File: src/rtl/rxs_pkg.sv
package rxs_pkg;
    localparam int FLAG_N  = 5;
    localparam int FL_RDY  = 0;
    localparam int FL_OVR  = 1;
    localparam int FL_NSE  = 2;
    localparam int FL_FRM  = 3;
    localparam int FL_IDL  = 4;

    typedef enum logic {
        IDL_DISARMED = 1'b0,
        IDL_COUNT    = 1'b1
    } idle_state_t;
endpackage

File: src/rtl/rxs_idle_det.sv
module rxs_idle_det
    import rxs_pkg::*;
#(
    parameter int CHAR_BITS = 10
) (
    input  logic clk,
    input  logic rst_n,
    input  logic bit_tick,
    input  logic line_lvl,
    output logic idle_set
);
    localparam int CW = $clog2(CHAR_BITS + 1);
    localparam logic [CW-1:0] LAST = CW'(CHAR_BITS - 1);

    idle_state_t st, st_nx;
    logic [CW-1:0] cnt, cnt_nx;

    // state register
    always_ff @(posedge clk or negedge rst_n) begin
        if (!rst_n) begin
            st  <= IDL_DISARMED;
            cnt <= '0;
        end else begin
            st  <= st_nx;
            cnt <= cnt_nx;
        end
    end

    // transitions and outputs
    always_comb begin
        st_nx    = st;
        cnt_nx   = cnt;
        idle_set = 1'b0;
        unique case (st)
            IDL_DISARMED: begin
                if (!line_lvl) begin          // arm
                    st_nx  = IDL_COUNT;
                    cnt_nx = '0;
                end
            end
            IDL_COUNT: begin
                if (!line_lvl) begin          // restart
                    cnt_nx = '0;
                end else if (bit_tick) begin
                    if (cnt == LAST) begin    // fire
                        idle_set = 1'b1;
                        st_nx    = IDL_DISARMED;
                        cnt_nx   = '0;
                    end else begin
                        cnt_nx = cnt + 1'b1;
                    end
                end
            end
            default: begin
                st_nx  = IDL_DISARMED;
                cnt_nx = '0;
            end
        endcase
    end
endmodule

File: src/rtl/rxs_flag_bank.sv
module rxs_flag_bank
    import rxs_pkg::*;
#(
    parameter int DATA_W = 8
) (
    input  logic              clk,
    input  logic              rst_n,
    input  logic              char_done,
    input  logic [DATA_W-1:0] char_data,
    input  logic              char_noise,
    input  logic              char_frame,
    input  logic              idle_set,
    input  logic              stat_rd,
    input  logic              data_rd,
    output logic [FLAG_N-1:0] flags,
    output logic [DATA_W-1:0] rx_data
);
    logic [FLAG_N-1:0] arm_q, arm_nx, clr, flags_nx;
    logic [DATA_W-1:0] data_nx;
    logic              accept, ovr_set;

    always_ff @(posedge clk or negedge rst_n) begin
        if (!rst_n) begin
            flags   <= '0;
            arm_q   <= '0;
            rx_data <= '0;
        end else begin
            flags   <= flags_nx;
            arm_q   <= arm_nx;
            rx_data <= data_nx;
        end
    end

    always_comb begin
        clr     = data_rd ? arm_q : '0;
        arm_nx  = stat_rd ? flags : (data_rd ? '0 : arm_q);
        accept  = char_done && (!flags[FL_RDY] || clr[FL_RDY]);
        ovr_set = char_done && !accept;
        data_nx = accept ? char_data : rx_data;

        flags_nx         = flags & ~clr;
        flags_nx[FL_RDY] = flags_nx[FL_RDY] | accept;
        flags_nx[FL_OVR] = flags_nx[FL_OVR] | ovr_set;
        flags_nx[FL_IDL] = flags_nx[FL_IDL] | idle_set;
        if (accept) begin
            flags_nx[FL_NSE] = char_noise;
            flags_nx[FL_FRM] = char_frame;
        end
    end
endmodule

File: src/rtl/rxs_status.sv
module rxs_status
    import rxs_pkg::*;
#(
    parameter int DATA_W    = 8,
    parameter int CHAR_BITS = 10
) (
    input  logic              clk,
    input  logic              rst_n,
    input  logic              bit_tick,
    input  logic              line_lvl,
    input  logic              char_done,
    input  logic [DATA_W-1:0] char_data,
    input  logic              char_noise,
    input  logic              char_frame,
    input  logic              stat_rd,
    input  logic              data_rd,
    input  logic              ie_rx,
    input  logic              ie_idle,
    output logic [DATA_W-1:0] rx_data,
    output logic              flg_ready,
    output logic              flg_overrun,
    output logic              flg_noise,
    output logic              flg_frame,
    output logic              flg_idle,
    output logic              irq
);
    logic              idle_set;
    logic [FLAG_N-1:0] flags;

    rxs_idle_det #(.CHAR_BITS(CHAR_BITS)) u_idle (
        .clk      (clk),
        .rst_n    (rst_n),
        .bit_tick (bit_tick),
        .line_lvl (line_lvl),
        .idle_set (idle_set)
    );

    rxs_flag_bank #(.DATA_W(DATA_W)) u_bank (
        .clk        (clk),
        .rst_n      (rst_n),
        .char_done  (char_done),
        .char_data  (char_data),
        .char_noise (char_noise),
        .char_frame (char_frame),
        .idle_set   (idle_set),
        .stat_rd    (stat_rd),
        .data_rd    (data_rd),
        .flags      (flags),
        .rx_data    (rx_data)
    );

    always_comb begin
        flg_ready   = flags[FL_RDY];
        flg_overrun = flags[FL_OVR];
        flg_noise   = flags[FL_NSE];
        flg_frame   = flags[FL_FRM];
        flg_idle    = flags[FL_IDL];
        irq = (ie_rx && (flags[FL_RDY] || flags[FL_OVR])) || (ie_idle && flags[FL_IDL]);
    end
endmodule

File: config.mk
export PLATFORM = sky130hd
export DESIGN_NAME = rxs_status
export DESIGN_NICKNAME = d
export VERILOG_FILES = /design/src/rtl/rxs_pkg.sv /design/src/rtl/rxs_idle_det.sv /design/src/rtl/rxs_flag_bank.sv /design/src/rtl/rxs_status.sv
export SDC_FILE = /design/constraint.sdc
export NUM_CORES = 1
export LEC_CHECK = 0
export CORE_UTILIZATION = 59
export CTS_BUF_LIST = sky130_fd_sc_hd__clkbuf_16
export DETAILED_ROUTE_END_ITERATION = 8
export DONT_BUFFER_PORTS = 1
export GPL_ROUTABILITY_DRIVEN = 0
export PLACE_DENSITY = 0.75
export SLEW_MARGIN = 30
export SYNTH_ARGS = -nofsm -noshare
export SYNTH_HDL_FRONTEND = slang
export SYNTH_HIERARCHICAL = 1
export SYNTH_SLANG_ARGS = --single-unit
File: constraint.sdc
create_clock -name clk -period 1.8 [get_ports clk]
set_clock_uncertainty 0.15 [all_clocks]
set_input_delay 0.36 -clock clk [delete_from_list [all_inputs] [get_ports clk]]
set_output_delay 0.36 -clock clk [all_outputs]
set_load 0.02 [all_outputs]
==> flow_summary_export.csv, run 1 <==
group,metric,value,unit
synth,syn_area_per_cell,13.0,um^2
layout,final_common_cell,"dfrtp_1",
min_path,whs_path_depth,1,
run_status,outcome,"finished, violations left",
synth,async_flop_share,100,%
synth,synth_cells,79,
floorplanning,rows,14,
drt,wl_per_cell,16.7,um
timing,rsz0062_at_grt,"false",
timing,period_share,88.6,%
floorplanning,fp.dieH,43.7,um
grt,grt_max_degree,24,
run_status,violations,"design-rule violations",
floorplanning,core,1560,um^2
floorplanning,start_util,65.7,%
synth,synthDistinctLibCells,23,
drt,num_vias,618,
layout,area_delta_synth_final,10.9,%
synth,ys_seq_elements,23,
timing,setup-tns-final,0,ps
layout,finalNetCount,107,
synth,synth_warnings,6,
cts,cts_tree,"yes",
timing,post-route-min-period,1600,ps
synth,yosys.area_share.simple,13.3,%
cts,ctsResizeCount,0,
power_and_ir_drop,vdd_drop_max,0.835,mV
drt,viasPerCell,6.12,
synth,syn_area,1020,um^2
worst_setup_path,critPathArrivalTime,1620,ps
worst_setup_path,cp-start-kind,"flop",
worst_setup_path,path_max_fanout,5,
timing,relSlewSlack,66.7,%
floorplanning,ios,33,
timing,fmax,627,MHz
grt,grt-ovfl-total,0,
synth,seq_area_frac_synth,56.2,%
cts,cts-buffers-inserted,3,
drt,drtAntennaViolNets,0,
drt,drc,2,
synth,synth_edf_count,0,
grt,antenna_found_initial,0,
synth,synthMuxAreaShare,14.7,%
place,dpl.hpwl,1140,um
grt,grt_pass1_vias,597,
synth,synth_adder_area_share,2.44,%
power_and_ir_drop,power.density,1220,nW/um^2
place,io_buffers,0,
layout,insertedDiodeCount,0,
cts,clock_path_buffers,2,
drt,drt-total-wl,1690,um
drt,drt-initial-drc-count,14,
synth,synth_fp_nets,100,
worst_setup_path,end_kind,"flop",
drt,first_pass_iters,5,
worst_setup_path,reg2reg_depth,5,
floorplanning,die_area,1910,um^2
worst_setup_path,crit_type,"flop to flop",
cts,clock_latency,250,ps
synth,synth_ff_type,"dfrtp_1",
worst_setup_path,worstPathRequired,1830,ps
layout,drive_gt1_share,24.7,%
timing,hold_viol,0,
min_path,hp-class,"input port to flop",
timing,hold_ws,69.9,ps
timing,worst_pin_slew,500,ps
floorplanning,die_x,43.7,um
cts,cts_num_sinks,23,
cts,cts_root_buf,"clkbuf_16",
timing,setup_viol,0,
power_and_ir_drop,power.static_leakage,0.000546,uW
layout,layout_common_cells,"dfrtp_1 (23), nand2_1 (11), mux2_4 (10)",
run,max_cap_violations,0,
grt,grt_pass1_wl,2590,um
cts,clk_pin_slew,50,ps
cts,cts.htree.levels,1,
timing,finalMaxSlewViolations,0,
grt,track_usage,19.5,%
synth,synth_top_family_by_area,"multiplexers",
synth,synthXorXnorAreaFrac,0,%
synth,synth_compound_area_share,11.5,%
[logic make-up (layout without fill, tap and decap cells)]
logic type	Yosys count	count (layout)
AO/OA/AOI/OAI	16	16
adder cells (fa/ha/maj)	2	2
buffers and inverters	3	9
flip-flops	23	23
multiplexers	10	10
AND/OR/NAND/NOR	25	25
[cell type report]
type	instances	area [um^2]
Sequential cell	23	576
Fill cell	109	424
Clock inverter	1	5.00
Tap cell	16	20.0
Inverter	2	7.51
Timing Repair Buffer	3	22.5
Multi-Input combinational cell	53	429
Clock buffer	3	75.1
[path summary, 6_finish.rpt]
check,startpoint,endpoint,slack [ps]
worst max-delay path,u_idle/cnt[1],u_idle/cnt[1],200
worst min-delay path,char_done,u_bank/flags[0],70
worst max register to register,u_idle/cnt[1],u_idle/cnt[1],200
worst min register to register,u_bank/arm_q[3],u_bank/arm_q[3],340
max in group asynchronous,rst_n,u_bank/flags[0],700
min in group asynchronous,rst_n,u_bank/arm_q[2],460
[power by group]
part           total [uW]  internal (uW)  switching [uW]
clock network         464            298             166
registers             739            599             140
logic                 181            119            62.8
total                1380           1020             368
[synthesized netlist by cell type (2+ instances only)]
library cell	number	share of area, %
ha_1	2	2.4
nand2_1	11	4.0
nand2b_1	2	1.2
nand3_1	3	1.5
dfrtp_1	23	56
inv_1	2	0.73
mux2_4	10	15
or3_1	4	2.4
a21boi_0	2	1.5
a21oi_1	3	1.5
a21o_1	2	1.5
a22o_1	4	3.4
[stage by stage]
step | power [uW] | std cells | area [um^2] | setup slack [ps] | utilization (%)
floorplan | 886 | 79 | 1020 | 267 | -
global placement | 910 | 95 | 1040 | 261 | 66.7
detailed placement | 917 | 95 | 1040 | 208 | 66.7
CTS | 1400 | 100 | 1130 | 204 | 72.5
global route | 1440 | 101 | 1130 | 92.4 | 72.8
finish | 1380 | 101 | 1130 | 204 | 72.8
[critical path: stages (launching register included)]
cell     delay [ps]
dfrtp_1         390
inv_1            60
ha_1            190
and3b_2         240
or3_1           340
a21oi_1         150
[sequential cells by signal (all words and copies together) (netlist names)]
| register | count |
|---|---|
| u_bank/flags | 5 |
| u_bank/rx_data | 8 |
| u_bank/arm_q | 5 |
| u_idle/cnt | 4 |
| u_idle/st | 1 |
[what timing repair did]
item,4_1_cts,5_1_grt
hold buffers,1,1
setup endpoints to repair,0,0
buffers inserted,0,0
hold endpoints to repair,23,23
[layer usage]
metal / track usage (%) / vias to the layer above / part of all wire [%]
met5: 0 / - / 0
met4: 11.3 / 0 / 1.2
met3: 5.00 / 2 / 6.0
met2: 27.8 / 23 / 48
met1: 27.2 / 300 / 45
li1: - / 293 / -
(Power assumes the default switching activity.)
==> run 2, diff against run 1 <==
--- a/config.mk
+++ b/config.mk
@@ -5,12 +5,12 @@
 export SDC_FILE = /design/constraint.sdc
 export NUM_CORES = 1
 export LEC_CHECK = 0
-export CORE_UTILIZATION = 59
+export CORE_UTILIZATION = 60
 export CTS_BUF_LIST = sky130_fd_sc_hd__clkbuf_16
 export DETAILED_ROUTE_END_ITERATION = 8
 export DONT_BUFFER_PORTS = 1
 export GPL_ROUTABILITY_DRIVEN = 0
-export PLACE_DENSITY = 0.75
+export PLACE_DENSITY = 0.76
 export SLEW_MARGIN = 30
 export SYNTH_ARGS = -nofsm -noshare
 export SYNTH_HDL_FRONTEND = slang
==> constraint.sdc (replaced) <==
create_clock -name clk -period 2 [get_ports clk]
set_clock_uncertainty 0.15 [all_clocks]
set_input_delay 0.4 -clock clk [delete_from_list [all_inputs] [get_ports clk]]
set_output_delay 0.4 -clock clk [all_outputs]
set_load 0.02 [all_outputs]
==> run 2 against run 1 <==
Net effect: worst hold slack worse by 110 ps; largest cell class unchanged; critical path type is now flop to output port; register-to-register slack gained 170 ps; the run ends with negative hold slack left; global-route usage increased by 4.0 points; combinational power down 13%; highest routed layer unchanged; final area down 1.7%.
==> flow_summary_export.csv, run 2 (synthesized netlist as in run 1, its figures left out) <==
group,metric,value,unit
drt,drt-initial-drc-count,26,
drt,drt-total-wl,1870,um
cts,cts_root_buf,"clkbuf_16",
grt,antenna_found_initial,0,
floorplanning,start_util,66.4,%
layout,final.fill_count,121,
floorplanning,fp.dieH,43.3,um
timing,period_share,81.2,%
cts,postCtsSetupBuffers,0,
drt,wl_per_cell,18.9,um
timing,rsz0062_at_grt,"false",
layout,drive_gt1_share,22.9,%
drt,drc,0,
layout,fin_area,1120,um^2
drt,viasPerCell,6.66,
layout,top_regs,"u_bank/rx_data (8), u_bank/arm_q (5), u_bank/flags (5)",
grt,grt_pass1_vias,704,
drt,drtAntennaViolNets,0,
drt,num_vias,659,
layout,layout_common_cells,"dfrtp_1 (23), nand2_1 (11), mux2_4 (10)",
worst_setup_path,critPathArrivalTime,1070,ps
layout,insertedDiodeCount,0,
drt,first_pass_iters,4,
cts,cts-buffers-inserted,3,
min_path,hp-class,"input port to asynchronous set/reset pin",
timing,setup_ws,376,ps
cts,cts.htree.levels,1,
worst_setup_path,crit_type,"flop to output port",
layout,largest_register,"u_bank/rx_data",
place,dpl.hpwl,1280,um
timing,hold_ws,-41.2,ps
timing,worst_pin_slew,493,ps
timing,finalMaxSlewViolations,0,
floorplanning,core,1540,um^2
power_and_ir_drop,power.density,1110,nW/um^2
layout,multi_input_area,429,um^2
cts,clock_latency,250,ps
cts,cts_tree,"yes",
timing,hold_viol,23,
cts,cts_num_sinks,23,
power_and_ir_drop,power.static_leakage,0.000539,uW
grt,grt_max_degree,24,
place,io_buffers,0,
power_and_ir_drop,vdd_drop_max,0.763,mV
cts,clk_pin_slew,60,ps
run_status,violations,"negative hold slack",
floorplanning,rows,14,
grt,grt-ovfl-total,0,
run_status,outcome,"finished, violations left",
timing,setup_viol,0,
worst_setup_path,path_max_fanout,4,
worst_setup_path,end_kind,"output port",
place,dp_slack,397,ps
timing,relSlewSlack,67.2,%
worst_setup_path,worstPathRequired,1450,ps
timing,post-route-min-period,1620,ps
layout,largest_register_ffs,8,
timing,fmax,616,MHz
run,max_cap_violations,0,
floorplanning,die_area,1870,um^2
layout,finalNetCount,105,
layout,final_common_cell,"dfrtp_1",
layout,regArea,576,um^2
layout,area_delta_synth_final,9.05,%
timing,setup-tns-final,0,ps
place,postPlaceCellArea,1030,um^2
grt,track_usage,23.5,%
grt,grt_pass1_wl,3120,um
cts,clock_path_buffers,2,
floorplanning,die_x,43.3,um
floorplanning,ios,33,
worst_setup_path,cp-start-kind,"flop",
[run 2: cell types whose count changed in the layout (fill, tap and decap cells not counted)]
cell,change
buf_4,-1
clkinv_2,-1
dlygate4sd3_1,-1
inv_1,+1
[run 2: power by group]
part / switching, uW / total [uW] / internal, uW
registers: 130 / 669 / 539
clock network: 151 / 417 / 266
logic: 54.2 / 158 / 104
total: 335 / 1240 / 909
[run 2: metrics by stage]
step	power, uW	std cells	hold WS, ps	util (%)
floorplan	797	79	-45.6	-
global placement	817	94	-45.1	67.0
detailed placement	824	94	-45.2	67.0
CTS	1250	99	97.4	72.7
global route	1290	99	11.1	72.4
finish	1240	99	-41.2	72.4
[run 2: worst paths after layout]
kind | start | end | slack (ps) | cells past startpoint
min in group clk | data_rd | u_bank/arm_q[0] | 100 | 1
worst min-delay path | rst_n | u_bank/arm_q[0] | -40 | 1
max in group asynchronous | rst_n | u_bank/rx_data[1] | 1410 | 1
worst max register to register | u_idle/cnt[1] | u_idle/cnt[0] | 380 | 5
worst max-delay path | u_bank/flags[1] | irq | 380 | 2
worst min register to register | u_bank/arm_q[3] | u_bank/arm_q[3] | 340 | 1
[run 2: worst max-delay path, stage by stage (launching register included)]
cell,delay [ps]
dfrtp_1,480
o21ai_1,180
nand2_1,160
[run 2: per-layer routing]
| layer | GRT usage (%) | up-vias | wire, um |
|---|---|---|---|
| met5 | 0 | - | 0 |
| met4 | 12.1 | 0 | 54 |
| met3 | 5.53 | 6 | 140 |
| met2 | 36.1 | 31 | 917 |
| met1 | 31.1 | 335 | 758 |
| li1 | - | 287 | - |
[run 2: repair_timing]
item,CTS,global route
hold buffers,1,0
gates resized for setup,0,0
endpoints found under the hold margin,23,0
[run 2: cell type report]
type                    count  share of cell area, %
flip-flops and latches     23                   51.6
multi-input cells          53                   38.5
clock buffers               3                   6.73
well taps                  16                   1.79
inverters                   2                  0.673
repair buffers              1                  0.448
clock inverters             1                  0.336
